File: src/rtl/gpio_port_pkg.sv
// Package: shared constants and helpers for the mode-dependent GPIO port.
// Assumes the mode code is 2 bits wide and that codes 1 and 2 are the locking modes.
package gpio_port_pkg;

    typedef enum logic [1:0] {
        OPM_RSVD   = 2'd0,
        OPM_EXT_A  = 2'd1,
        OPM_EXT_B  = 2'd2,
        OPM_SINGLE = 2'd3
    } op_mode_e;

    localparam logic SEL_DIR  = 1'b0;
    localparam logic SEL_DATA = 1'b1;

    // True when the given mode code forces the locked pin to output.
    function automatic logic mode_locks(input logic [1:0] code);
        return (code == OPM_EXT_A) || (code == OPM_EXT_B);
    endfunction

endpackage

File: src/rtl/gpio_in_sync.sv
// Module: multi-stage synchroniser for the pad input levels.
// Assumes pin_in is asynchronous to clk. Every stage clears on reset.
module gpio_in_sync #(
    parameter int WIDTH  = 8,
    parameter int STAGES = 2
) (
    input  logic             clk,
    input  logic             rst_n,
    input  logic [WIDTH-1:0] pin_in,
    output logic [WIDTH-1:0] pin_sync
);

    logic [WIDTH-1:0] stg [STAGES];

    // First stage captures the raw pad level.
    always_ff @(posedge clk) begin
        if (!rst_n) stg[0] <= '0;
        else        stg[0] <= pin_in;
    end

    genvar s;
    generate
        for (s = 1; s < STAGES; s++) begin : g_stage
            // Each further stage moves the level one flop along.
            always_ff @(posedge clk) begin
                if (!rst_n) stg[s] <= '0;
                else        stg[s] <= stg[s-1];
            end
        end
    endgenerate

    assign pin_sync = stg[STAGES-1];

endmodule

File: src/rtl/gpio_dir_reg.sv
// Module: direction register with a mode-dependent locked bit.
// Assumes the write strobe is already qualified by select, address and standby.
// Reset and hardware standby load the mode's reset pattern.
module gpio_dir_reg #(
    parameter int WIDTH    = 8,
    parameter int LOCK_BIT = 6
) (
    input  logic             clk,
    input  logic             rst_n,
    input  logic             hw_stby,
    input  logic             lock,
    input  logic             wr_stb,
    input  logic [WIDTH-1:0] wdata,
    output logic [WIDTH-1:0] dir_eff
);

    localparam logic [WIDTH-1:0] LOCK_ONE = WIDTH'(1) << LOCK_BIT;

    logic [WIDTH-1:0] lock_mask;
    logic [WIDTH-1:0] dir_q;

    // The mask of forced-output bits for the current mode.
    assign lock_mask = lock ? LOCK_ONE : '0;

    // Register update: reset pattern, or the bus write.
    always_ff @(posedge clk) begin
        if (!rst_n || hw_stby) dir_q <= lock_mask;
        else if (wr_stb)       dir_q <= wdata;
    end

    // The locked bit reads as output regardless of what was written.
    assign dir_eff = dir_q | lock_mask;

endmodule

File: src/rtl/gpio_data_reg.sv
// Module: output data register.
// Assumes a qualified write strobe. Clears on reset and on hardware standby.
module gpio_data_reg #(
    parameter int WIDTH = 8
) (
    input  logic             clk,
    input  logic             rst_n,
    input  logic             hw_stby,
    input  logic             wr_stb,
    input  logic [WIDTH-1:0] wdata,
    output logic [WIDTH-1:0] data_q
);

    // Register update: clear, or the bus write.
    always_ff @(posedge clk) begin
        if (!rst_n || hw_stby) data_q <= '0;
        else if (wr_stb)       data_q <= wdata;
    end

endmodule

File: src/rtl/gpio_read_mux.sv
// Module: read-data selection for both register addresses.
// Assumes pin_sync is already synchronised. Output is zero when no read is active.
module gpio_read_mux #(
    parameter int WIDTH    = 8,
    parameter int LOCK_BIT = 6
) (
    input  logic             rd_stb,
    input  logic             sel,
    input  logic [WIDTH-1:0] dir_eff,
    input  logic [WIDTH-1:0] data_q,
    input  logic [WIDTH-1:0] pin_sync,
    output logic [WIDTH-1:0] rdata
);

    import gpio_port_pkg::*;

    logic [WIDTH-1:0] port_view;

    genvar b;
    generate
        for (b = 0; b < WIDTH; b++) begin : g_bit
            if (b == LOCK_BIT) begin : g_live
                assign port_view[b] = pin_sync[b];
            end else begin : g_mix
                assign port_view[b] = dir_eff[b] ? data_q[b] : pin_sync[b];
            end
        end
    endgenerate

    // Direction address reads all ones. Data address reads the mixed port view.
    always_comb begin
        if (!rd_stb)            rdata = '0;
        else if (sel == SEL_DIR) rdata = '1;
        else                    rdata = port_view;
    end

endmodule

File: src/rtl/gpio_mode_port.sv
// Module: top of the mode-dependent GPIO port.
// Assumes a single clock domain for the bus and a synchronous active-low reset.
// Pads are asynchronous and are resynchronised inside.
module gpio_mode_port #(
    parameter int WIDTH       = 8,
    parameter int LOCK_BIT    = 6,
    parameter int SYNC_STAGES = 2
) (
    input  logic             clk,
    input  logic             rst_n,
    input  logic [1:0]       op_mode,
    input  logic             hw_stby,
    input  logic             sw_stby,
    input  logic             cs,
    input  logic             wr_en,
    input  logic             rd_en,
    input  logic             addr,
    input  logic [WIDTH-1:0] wdata,
    output logic [WIDTH-1:0] rdata,
    input  logic [WIDTH-1:0] pin_in,
    output logic [WIDTH-1:0] pin_oe,
    output logic [WIDTH-1:0] pin_out
);

    import gpio_port_pkg::*;

    logic             lock;
    logic             wr_ok;
    logic             dir_wr;
    logic             data_wr;
    logic [WIDTH-1:0] dir_eff;
    logic [WIDTH-1:0] data_q;
    logic [WIDTH-1:0] pin_sync;

    // Write qualification: select, strobe, address and both standby states.
    assign lock    = mode_locks(op_mode);
    assign wr_ok   = cs && wr_en && !sw_stby && !hw_stby;
    assign dir_wr  = wr_ok && (addr == SEL_DIR);
    assign data_wr = wr_ok && (addr == SEL_DATA);

    gpio_in_sync #(.WIDTH(WIDTH), .STAGES(SYNC_STAGES)) u_sync (
        .clk      (clk),
        .rst_n    (rst_n),
        .pin_in   (pin_in),
        .pin_sync (pin_sync)
    );

    gpio_dir_reg #(.WIDTH(WIDTH), .LOCK_BIT(LOCK_BIT)) u_dir (
        .clk     (clk),
        .rst_n   (rst_n),
        .hw_stby (hw_stby),
        .lock    (lock),
        .wr_stb  (dir_wr),
        .wdata   (wdata),
        .dir_eff (dir_eff)
    );

    gpio_data_reg #(.WIDTH(WIDTH)) u_data (
        .clk     (clk),
        .rst_n   (rst_n),
        .hw_stby (hw_stby),
        .wr_stb  (data_wr),
        .wdata   (wdata),
        .data_q  (data_q)
    );

    gpio_read_mux #(.WIDTH(WIDTH), .LOCK_BIT(LOCK_BIT)) u_rmux (
        .rd_stb   (cs && rd_en),
        .sel      (addr),
        .dir_eff  (dir_eff),
        .data_q   (data_q),
        .pin_sync (pin_sync),
        .rdata    (rdata)
    );

    // Pad controls: hardware standby releases every pin.
    assign pin_oe  = hw_stby ? '0 : dir_eff;
    assign pin_out = data_q;

endmodule

File: config.mk
export PLATFORM = sky130hd
export DESIGN_NAME = gpio_mode_port
export DESIGN_NICKNAME = d
export VERILOG_FILES = /design/src/rtl/gpio_port_pkg.sv /design/src/rtl/gpio_in_sync.sv /design/src/rtl/gpio_dir_reg.sv /design/src/rtl/gpio_data_reg.sv /design/src/rtl/gpio_read_mux.sv /design/src/rtl/gpio_mode_port.sv
export SDC_FILE = /design/constraint.sdc
export NUM_CORES = 1
export LEC_CHECK = 0
export CAP_MARGIN = 15
export CORE_MARGIN = 2
export CORE_UTILIZATION = 65
export CTS_BUF_LIST = sky130_fd_sc_hd__clkbuf_4
export DETAILED_ROUTE_END_ITERATION = 8
export DONT_BUFFER_PORTS = 1
export PLACE_DENSITY = 0.85
export SETUP_SLACK_MARGIN = 0.5
export SLEW_MARGIN = 10
export SYNTH_ARGS = -nofsm -noshare
export SYNTH_HDL_FRONTEND = slang
export SYNTH_HIERARCHICAL = 1
export SYNTH_SLANG_ARGS = --single-unit
export TNS_END_PERCENT = 100
File: constraint.sdc
create_clock -name clk -period 1.9 [get_ports clk]
set_clock_uncertainty 0.1 [all_clocks]
set_input_delay 0.475 -clock clk [delete_from_list [all_inputs] [get_ports clk]]
set_output_delay 0.475 -clock clk [all_outputs]
set_load 0.03 [all_outputs]
==> summary.md, run 1 <==
| Metric | Value |
|---|---|
| Status | `complete, no violations` |
| Area grow syn2layout | `9.83%` |
| Placed instance area | `roughly 0.0014 sq mm` |
| Static leakage | `around 0.57 nW` |
| Clock latency on the worst-skew pair | `310 ps` |
| Vias per Instance | `5.29` |
| Largest net degree at the start of global routing | `19` |
| HP Class | `input port to flip-flop` |
| Maximum fanout along the worst path | `2` |
| Core footprint | `0.00196 sq mm` |
| NetSw | `roughly 0.29 mW` |
| Root Buffer Master | `clkbuf_4` |
| Part of the power in the clock network | `0.297` |
| CP endpoint kind | `output pin` |
| Total count of max-transition violations in the final report | `0` |
| Share of power burned in combinational logic | `0.104` |
| Proportion of netlist area held by the largest area contributor | `0.353` |
| Element type at the critical path start | `flip-flop` |
| Number of storage elements in the synthesis netlist | `32` |
| Drc violations | `0` |
| Primary FF master, synth | `dfxtp_1` |
| Leading cell types by total area after synthesis | `dfxtp_1, edfxtp_1, mux2i_1` |
| Commonest cells in the netlist | `dfxtp_1, mux2i_1, and2_1, and2_2, nor2_1` |
| Total setup violations reported at the end of the flow | `0` |
| Mapped Avg Cell Area | `11.7 sq um` |
| Most repeated cell in the gate-level netlist after synthesis | `dfxtp_1` |
| Setup slack at placement | `between 200 and 250 ps` |
| Post-layout util | `0.763` |
| HPWL Detailed | `1.62 mm` |
| Largest vdd supply drop | `0.000540 V` |
| Finished Cell Area | `0.00150 sq mm` |
| CTS tree | `built` |
| Headroom to the max-slew limit | `0.740` |
| Core Rows | `16` |
| Number of antenna cells inserted | `0` |
| Internal power consumption | `0.957 mW` |
| Count of flip-flops with a built-in enable after synthesis | `8` |
| Die height | `49.8 um` |
| Min Clock Period, post-route | `around 1800 ps` |
| Filler instances | `138` |
| Number of clock buffers inserted by TritonCTS | `5` |
| Portion of the clock cycle consumed by the worst path in the final layout | `0.959` |
| Fraction of power spent switching nets | `0.229` |
| Die area | `0.00248 sq mm` |
| Biggest area consumer among synthesized cells | `dfxtp_1` |
| Data required, critical path | `1320 ps` |
| Die X | `49.8 um` |
| Antenna Violating Nets Remaining | `0` |
| Sequential area share after synthesis | `0.529` |
| Signal arrival time at the worst endpoint | `1250 ps` |
| Setup repair after global routing missed its margin | `true` |
| Depth of the CTS H-tree | `2` |
| Achievable clock frequency | `about 550 MHz` |
| Number of global-route vias before repair | `768` |
| Post-synthesis cell type count | `19` |
| Yosys warns | `6` |
| Initial DRC count | `12` |
| Sum of negative setup slack | `0 ps` |
| Clock edge transition at the registers on the reported setup and hold paths | `approximately 90 ps` |
| Maximum clock insertion buffer count | `2` |
| Area of the mapped netlist | `between 0.001 and 0.0015 sq mm` |
| Gp weighted congestion | `0.736` |
| Total number of vias | `between 700 and 800` |
| Number of antenna violations at the first check in global routing | `0` |
| Power per cell area | `roughly 830 mW/mm^2` |
| Initial standard-cell utilization of the core | `0.695` |
| WL/cell | `between 10 and 15 um` |
| Critical setup path kind | `flip-flop to output pin` |
| Seq pwr share | `0.599` |
| Hold violation count in the final report | `0` |
| Post-route total power | `1.24 mW` |
| Number of nets in the synthesized netlist | `142` |
| I/O pins | `50` |
| Wire length reported by the detailed router | `2.13 mm` |
| Number of port buffers | `0` |
| Async S/R FF share, synth | `0` |
| Max-capacitance violation count | `0` |
| Actual transition at the worst max-transition pin | `388 ps` |
| Post-synthesis instance total | `116` |
| Net count, final | `141` |
| Fraction of final layout cells with drive strength greater than 1 | `0.448` |
| Number of search-and-repair iterations in the first detailed-routing pass | `4` |
| Final setup margin | `77.3 ps` |
| Post-CTS Setup Repair Bufs | `0` |
| Overall global routing resource usage | `0.192` |
| Number of clock sinks seen by CTS | `32` |
| First-pass GRT wire length | `roughly 3.3 mm` |
| Total congestion overflow | `0` |
[placed cells by master, fill, tap and decap left out, types with 3 or more instances in the layout]
| master | n |
|---|---|
| a21boi_4 | 7 |
| and2_1 | 11 |
| and2_2 | 12 |
| and2b_2 | 8 |
| clkbuf_4 | 7 |
| dfxtp_1 | 15 |
| dfxtp_2 | 6 |
| dfxtp_4 | 3 |
| edfxtp_1 | 8 |
| mux2i_1 | 15 |
| nor2_1 | 10 |
[worst paths after layout]
check                           slack (ps)  cells past startpoint                            end                          start
worst min register to register         340                      1    u_sync/stg[1][1]$_SDFF_PN0_    u_sync/stg[0][1]$_SDFF_PN0_
worst min-delay path                   170                      1    u_sync/stg[1][1]$_SDFF_PN0_                          rst_n
worst max register to register        1030                      3  u_data/data_q[0]$_SDFFE_PP0P_  u_data/data_q[0]$_SDFFE_PP0P_
worst max-delay path                    80                      2                       rdata[0]   u_dir/dir_q[0]$_SDFFCE_PP0P_
[power by group through the flow]
stage	combinational (mW)	clock [mW]	sequential [mW]
after global routing	0.137	0.416	0.747
after global placement	0.128	0	0.762
final	0.129	0.369	0.744
after detailed placement	0.129	0	0.764
after CTS	0.130	0.385	0.744
after floorplan	0.145	0	0.754
[flip-flops by register name, summed over array words and instances, names as in the netlist]
name / count
u_data/data_q: 8
u_dir/dir_q: 8
u_sync/stg: 16
[per-stage QoR]
step           cells  hold slack [ps]
2_1_floorplan    116              312
3_3_place_gp     135              315
3_5_place_dp     135              319
4_1_cts          143              153
5_1_grt          143              140
6_report         143              172
[critical path: stages (launching register included)]
cell	delay [ps]
edfxtp_1	420
mux2i_1	150
a21boi_2	350
[cell families (layout without fill, tap and decap cells)]
kind of cell	count (synthesis)	in the layout	share of synthesized area
flip-flops	32	32	0.529
AND/OR/NAND/NOR	47	47	0.232
AO/OA/AOI/OAI	8	8	0.0468
buffers and inverters	12	12	0.0643
XOR/XNOR	1	1	0.00643
multiplexers	16	16	0.121
[cell type report]
type	count	area (sq um)	share of cell area
clock buffer	7	52.6	0.0351
clock inverter	1	3.75	0.00251
inverter	2	7.51	0.00502
multi-input combinational	72	641	0.428
sequential	32	739	0.494
tap	27	33.8	0.0226
timing repair buffer	2	18.8	0.0125
[what timing repair did]
item / 4_1_cts / 5_1_grt
setup endpoints to repair: 18 / 17
gates resized for setup: 8 / 0
hold buffers: 0 / 0
pin swaps: 6 / 3
[layer usage]
metal,vias up,global-route usage,wire length (um)
met3,0,0.112,206
met5,-,0,0
li1,371,-,-
met2,34,0.329,1140
met1,351,0.188,782
met4,0,0.0787,0
Power figures use the tool's default switching activity.
==> inputs of run 2 (changes only) <==
--- a/config.mk
+++ b/config.mk
@@ -7,11 +7,11 @@
 export LEC_CHECK = 0
 export CAP_MARGIN = 15
 export CORE_MARGIN = 2
-export CORE_UTILIZATION = 65
-export CTS_BUF_LIST = sky130_fd_sc_hd__clkbuf_4
+export CORE_UTILIZATION = 60
+export CTS_BUF_LIST = sky130_fd_sc_hd__clkbuf_16
 export DETAILED_ROUTE_END_ITERATION = 8
 export DONT_BUFFER_PORTS = 1
-export PLACE_DENSITY = 0.85
+export PLACE_DENSITY = 0.8
 export SETUP_SLACK_MARGIN = 0.5
 export SLEW_MARGIN = 10
 export SYNTH_ARGS = -nofsm -noshare
==> constraint.sdc (replaced) <==
create_clock -name clk -period 2 [get_ports clk]
set_clock_uncertainty 0.1 [all_clocks]
set_input_delay 0.5 -clock clk [delete_from_list [all_inputs] [get_ports clk]]
set_output_delay 0.5 -clock clk [all_outputs]
set_load 0.03 [all_outputs]
==> run 2 against run 1 <==
- via count increased by 2.5%
- highest routed layer is now met4
- non-clock buffer count increased by 2
- clock power increased by 84%
- routed wire length increased by 16%
- largest cell class unchanged
- hold slack improved by 82 ps
==> summary.md, run 2 (same netlist as run 1, synthesis figures left out) <==
| Metric | Value |
|---|---|
| Post-layout util | `0.740` |
| Initial standard-cell utilization of the core | `0.628` |
| Register bank with the most flops | `u_sync/stg` |
| Core Rows | `17` |
| Seq pwr share | `0.466` |
| Number of global-route vias before repair | `770` |
| I/O pins | `50` |
| Share of power burned in combinational logic | `0.086` |
| Hold-fix buffers at CTS | `0` |
| Routing usage on met2 | `0.333` |
| Critical setup path kind | `flip-flop to output pin` |
| Portion of the clock cycle consumed by the worst path in the final layout | `0.890` |
| Element type at the critical path start | `flip-flop` |
| Actual transition at the worst max-transition pin | `roughly 410 ps` |
| CP endpoint kind | `output pin` |
| Die height | `51.7 um` |
| Total number of vias | `between 700 and 800` |
| Most common cell after layout, fill and taps aside | `dfxtp_1` |
| Internal power consumption | `1.20 mW` |
| Fraction of final layout cells with drive strength greater than 1 | `0.407` |
| Setup repair after global routing missed its margin | `true` |
| Area grow syn2layout | `17.9%` |
| Gp weighted congestion | `0.757` |
| Number of antenna violations at the first check in global routing | `0` |
| CTS tree | `built` |
| Total congestion overflow | `0` |
| Root Buffer Master | `clkbuf_16` |
| Number of port buffers | `0` |
| Drc violations | `0` |
| Core footprint | `0.00217 sq mm` |
| Initial DRC count | `8` |
| Maximum fanout along the worst path | `2` |
| Number of clock sinks seen by CTS | `32` |
| Vias per Instance | `~5.3` |
| Min Clock Period, post-route | `1780 ps` |
| WL/cell | `roughly 17 um` |
| Total setup violations reported at the end of the flow | `0` |
| Largest vdd supply drop | `0.000876 V` |
| Number of antenna cells inserted | `0` |
| Filler instances | `154` |
| NetSw | `0.318 mW` |
| Clock latency on the worst-skew pair | `approximately 270 ps` |
| Headroom to the max-slew limit | `0.726` |
| Overall global routing resource usage | `0.213` |
| Data required, critical path | `1400 ps` |
| Max-capacitance violation count | `0` |
| Status | `complete, no violations` |
| Hold violation count in the final report | `0` |
| Total count of max-transition violations in the final report | `0` |
| First-pass GRT wire length | `3.85 mm` |
| Signal arrival time at the worst endpoint | `1180 ps` |
| Sum of negative setup slack | `0 ps` |
| HPWL Detailed | `1.74 mm` |
| Busiest layer in global routing | `met2` |
| HP Class | `input port to flip-flop` |
| Power per cell area | `943 mW/mm^2` |
| Part of the power in the clock network | `0.448` |
| Highest-count cells in the layout ignoring fill and taps | `dfxtp_1, mux2i_1, and2_2` |
| Die area | `0.00267 sq mm` |
| Worst hold margin | `254 ps` |
| Largest net degree at the start of global routing | `19` |
| GR met3 Demand/Resource | `0.121` |
| Antenna Violating Nets Remaining | `0` |
| Largest registers | `u_sync/stg: 16 flops, u_data/data_q: 8 flops, u_dir/dir_q: 8 flops` |
| Number of flip-flops under the largest register name | `16` |
| Die X | `slightly above 50 um` |
| Depth of the CTS H-tree | `2` |
| Static leakage | `0.627 nW` |
| Number of clock buffers inserted by TritonCTS | `5` |
| Number of search-and-repair iterations in the first detailed-routing pass | `4` |
| Global-route met1 utilization | `0.230` |
| Wire length reported by the detailed router | `around 2.5 mm` |
| Clock edge transition at the registers on the reported setup and hold paths | `50 ps` |
| Achievable clock frequency | `562 MHz` |
| Maximum clock insertion buffer count | `2` |
| Fraction of power spent switching nets | `0.210` |
| Net count, final | `143` |
## run 2: cell count changes in the layout (fill, tap and decap cells not counted), moves of 3 or more
cell,previous run,this run
buf_4,1,4
clkbuf_16,0,5
clkbuf_4,7,0
dfxtp_1,15,18
dfxtp_2,6,1
inv_1,1,4
## run 2: what timing repair did
item,in CTS,in global routing
buffers inserted,1,0
endpoints found under the hold margin,0,0
resized for setup,5,2
pin swaps,6,0
setup endpoints to repair,16,16
## run 2: power by group through the flow
stage / clock [mW] / sequential (mW) / combinational, mW
4_1_cts: 0.694 / 0.706 / 0.128
3_3_place_gp: 0 / 0.724 / 0.123
2_1_floorplan: 0 / 0.716 / 0.137
5_1_grt: 0.730 / 0.708 / 0.137
3_5_place_dp: 0 / 0.725 / 0.125
6_report: 0.679 / 0.706 / 0.130
## run 2: layer usage
layer / vias to the layer above / part of all wire
met5: - / 0
met3: 2 / 0.085
met4: 0 / 0.0037
li1: 370 / -
met2: 26 / 0.51
met1: 377 / 0.40
## run 2: final cells by class
cell class,instances,area [sq um],area share
well taps,28,35.0,0.0218
clock buffers,5,125,0.0779
multi-input cells,72,657,0.409
repair buffers,4,30.0,0.0187
inverters,2,7.51,0.00467
flip-flops and latches,32,741,0.461
clock inverters,3,11.3,0.00701
## run 2: final timing paths
| path | start | end | slack, ps | cells past startpoint |
|---|---|---|---|---|
| min | rst_n | u_sync/stg[1][4]$_SDFF_PN0_ | 250 | 1 |
| max reg2reg | u_data/data_q[0]$_SDFFE_PP0P_ | u_data/data_q[0]$_SDFFE_PP0P_ | 1030 | 3 |
| max | u_dir/dir_q[0]$_SDFFCE_PP0P_ | rdata[0] | 220 | 2 |
| min reg2reg | u_sync/stg[0][3]$_SDFF_PN0_ | u_sync/stg[1][3]$_SDFF_PN0_ | 330 | 1 |
## run 2: worst max-delay path: stages (launching register included)
cell      delay, ps
edfxtp_1        400
mux2i_1         150
a21boi_2        370
## run 2: metrics by stage
stage	setup slack (ps)	power (mW)	instance area, sq um	cells
final	220	1.51	1610	146
after global routing	173	1.58	1610	146
after CTS	210	1.53	1590	146
after detailed placement	275	0.851	1430	137
after global placement	277	0.847	1430	137
after floorplan	285	0.854	1450	116
==> inputs of run 3 (changes only) <==
--- a/config.mk
+++ b/config.mk
@@ -7,11 +7,10 @@
 export LEC_CHECK = 0
 export CAP_MARGIN = 15
 export CORE_MARGIN = 2
-export CORE_UTILIZATION = 60
+export CORE_UTILIZATION = 38
 export CTS_BUF_LIST = sky130_fd_sc_hd__clkbuf_16
 export DETAILED_ROUTE_END_ITERATION = 8
 export DONT_BUFFER_PORTS = 1
-export PLACE_DENSITY = 0.8
 export SETUP_SLACK_MARGIN = 0.5
 export SLEW_MARGIN = 10
 export SYNTH_ARGS = -nofsm -noshare
==> run 3 against run 2 <==
- die area up 53%
- setup slack better by 7.9 ps
- global-route usage down 7.9 points
- register-to-register slack better by 80 ps
- cell area down 0.55%
- critical path type unchanged
==> summary.md, run 3 (same netlist as run 1, synthesis figures left out) <==
| Metric | Value |
|---|---|
| Footprint of the flip-flops and latches | `736 sq um` |
| Data required, critical path | `1400 ps` |
| Die height | `63.9 um` |
| Final setup margin | `228 ps` |
| Max-capacitance violation count | `0` |
| Number of port buffers | `0` |
| Hold-fix buffers at CTS | `0` |
| Sum of negative setup slack | `0 ps` |
| Die area | `0.00408 sq mm` |
| Placed instance area | `approximately 0.0014 sq mm` |
| Antenna Violating Nets Remaining | `0` |
| Number of antenna violations at the first check in global routing | `0` |
| Post-route total power | `1.51 mW` |
| Status | `complete, no violations` |
| Ordered list of cells on the worst path | `mux2i_1 -> a21boi_2` |
| Maximum clock insertion buffer count | `2` |
| Highest-count cells in the layout ignoring fill and taps | `dfxtp_1, mux2i_1, and2_2` |
| Area grow syn2layout | `17.3%` |
| Total count of max-transition violations in the final report | `0` |
| Slowest stage cell, crit path | `edfxtp_1` |
| Post-route insts no fill | `between 150 and 200` |
| Overall global routing resource usage | `0.134` |
| Total congestion overflow | `0` |
| Static leakage | `0.614 nW` |
| Critical path's top delay family | `flip-flops` |
| Vias per Instance | `4.61` |
| Core Rows | `21` |
| Root Buffer Master | `clkbuf_16` |
| Largest vdd supply drop | `0.000417 V` |
| Actual transition at the worst max-transition pin | `between 300 and 400 ps` |
| Initial standard-cell utilization of the core | `0.402` |
| Finished Cell Area | `0.00160 sq mm` |
| Portion of the clock cycle consumed by the worst path in the final layout | `0.886` |
| Fraction of final layout cells with drive strength greater than 1 | `0.393` |
| HPWL Detailed | `1.78 mm` |
| First-pass GRT wire length | `3.93 mm` |
| Number of clock buffers inserted by TritonCTS | `5` |
| HP Class | `input port to flip-flop` |
| Signal arrival time at the worst endpoint | `1170 ps` |
| Max stage delay on crit path | `roughly 400 ps` |
| Number of flip-flops under the largest register name | `16` |
| Depth of the CTS H-tree | `2` |
| Worst hold margin | `256 ps` |
| Hold violation count in the final report | `0` |
| WL/cell | `between 10 and 15 um` |
| Area of combinational cells with multiple inputs | `638 sq um` |
| Element type at the critical path start | `flip-flop` |
| Largest net degree at the start of global routing | `19` |
| Post-layout util | `0.471` |
| Core footprint | `0.00339 sq mm` |
| Setup repair after global routing missed its margin | `true` |
| Placed cells | `154` |
| Number of global-route vias before repair | `816` |
| Achievable clock frequency | `564 MHz` |
| Maximum fanout along the worst path | `2` |
| Number of clock sinks seen by CTS | `32` |
| Clock latency on the worst-skew pair | `270 ps` |
| Power per cell area | `946 mW/mm^2` |
| I/O pins | `50` |
| Most common cell after layout, fill and taps aside | `dfxtp_1` |
| Min Clock Period, post-route | `between 1500 and 2000 ps` |
| Launch point of the worst reg-to-reg path | `u_data/data_q[0]$_SDFFE_PP0P_` |
| Largest registers | `u_sync/stg: 16 flops, u_data/data_q: 8 flops, u_dir/dir_q: 8 flops` |
| R2R Path End | `u_data/data_q[0]$_SDFFE_PP0P_` |
| Critical setup path kind | `flip-flop to output pin` |
| Initial DRC count | `44` |
| Gp weighted congestion | `0.719` |
| Headroom to the max-slew limit | `0.735` |
| Register bank with the most flops | `u_sync/stg` |
| Wire length reported by the detailed router | `roughly 2.4 mm` |
| Die X | `63.9 um` |
| CTS tree | `built` |
| Buffers & Inverters on Critical Path | `0` |
| CP endpoint kind | `output pin` |
| Total setup violations reported at the end of the flow | `0` |
| Register-to-Register Setup Slack | `1110 ps` |
| Drc violations | `0` |
| Number of search-and-repair iterations in the first detailed-routing pass | `3` |
| Number of cells on the worst reg-to-reg path | `3` |
| Total number of vias | `between 700 and 800` |
| Clock edge transition at the registers on the reported setup and hold paths | `50 ps` |
| Net count, final | `142` |
| Launch instance of the worst min-delay path | `rst_n` |
| Filler instances | `305` |
| Number of antenna cells inserted | `0` |
| End point of the worst hold path | `u_sync/stg[1][2]$_SDFF_PN0_` |
| Number of cells on the worst hold path | `1` |
| Setup slack at placement | `273 ps` |
==> run 3: cell type report <==
cell class	instances	share of cell area
Sequential cell	32	0.460
Multi-Input combinational cell	72	0.399
Clock buffer	5	0.0783
Tap cell	46	0.0360
Timing Repair Buffer	3	0.0141
Clock inverter	3	0.00705
Inverter	2	0.00470
==> run 3: power by group <==
group / leakage [nW] / internal (mW) / switching [mW]
registers: 0.287 / 0.694 / 0.0139
logic: 0.258 / 0.0575 / 0.0683
clock network: 0.0701 / 0.445 / 0.233
==> run 3: metal layers <==
layer	GRT usage	up-vias	wire length [um]
li1	-	374	-
met1	0.124	336	941
met2	0.225	37	1140
met3	0.0863	5	294
met4	0.0652	0	52
met5	0	-	0
==> run 3: how the worst max path moves through the flow <==
stage                     depth (start not counted)         to                    startpoint  slack [ps]
after floorplan                                   3  pin_oe[6]                    op_mode[1]         290
after global placement                            3  pin_oe[6]                    op_mode[1]         270
after detailed placement                          3  pin_oe[6]                    op_mode[1]         270
after CTS                                         2   rdata[0]  u_dir/dir_q[0]$_SDFFCE_PP0P_         220
after global routing                              2   rdata[0]  u_dir/dir_q[0]$_SDFFCE_PP0P_         180
final                                             2   rdata[0]  u_dir/dir_q[0]$_SDFFCE_PP0P_         230
==> run 3: what timing repair did <==
action | in CTS | in global routing
endpoints found under the setup margin | 16 | 16
pin swaps | 7 | 0
buffers inserted | 1 | 0
resized for setup | 3 | 0
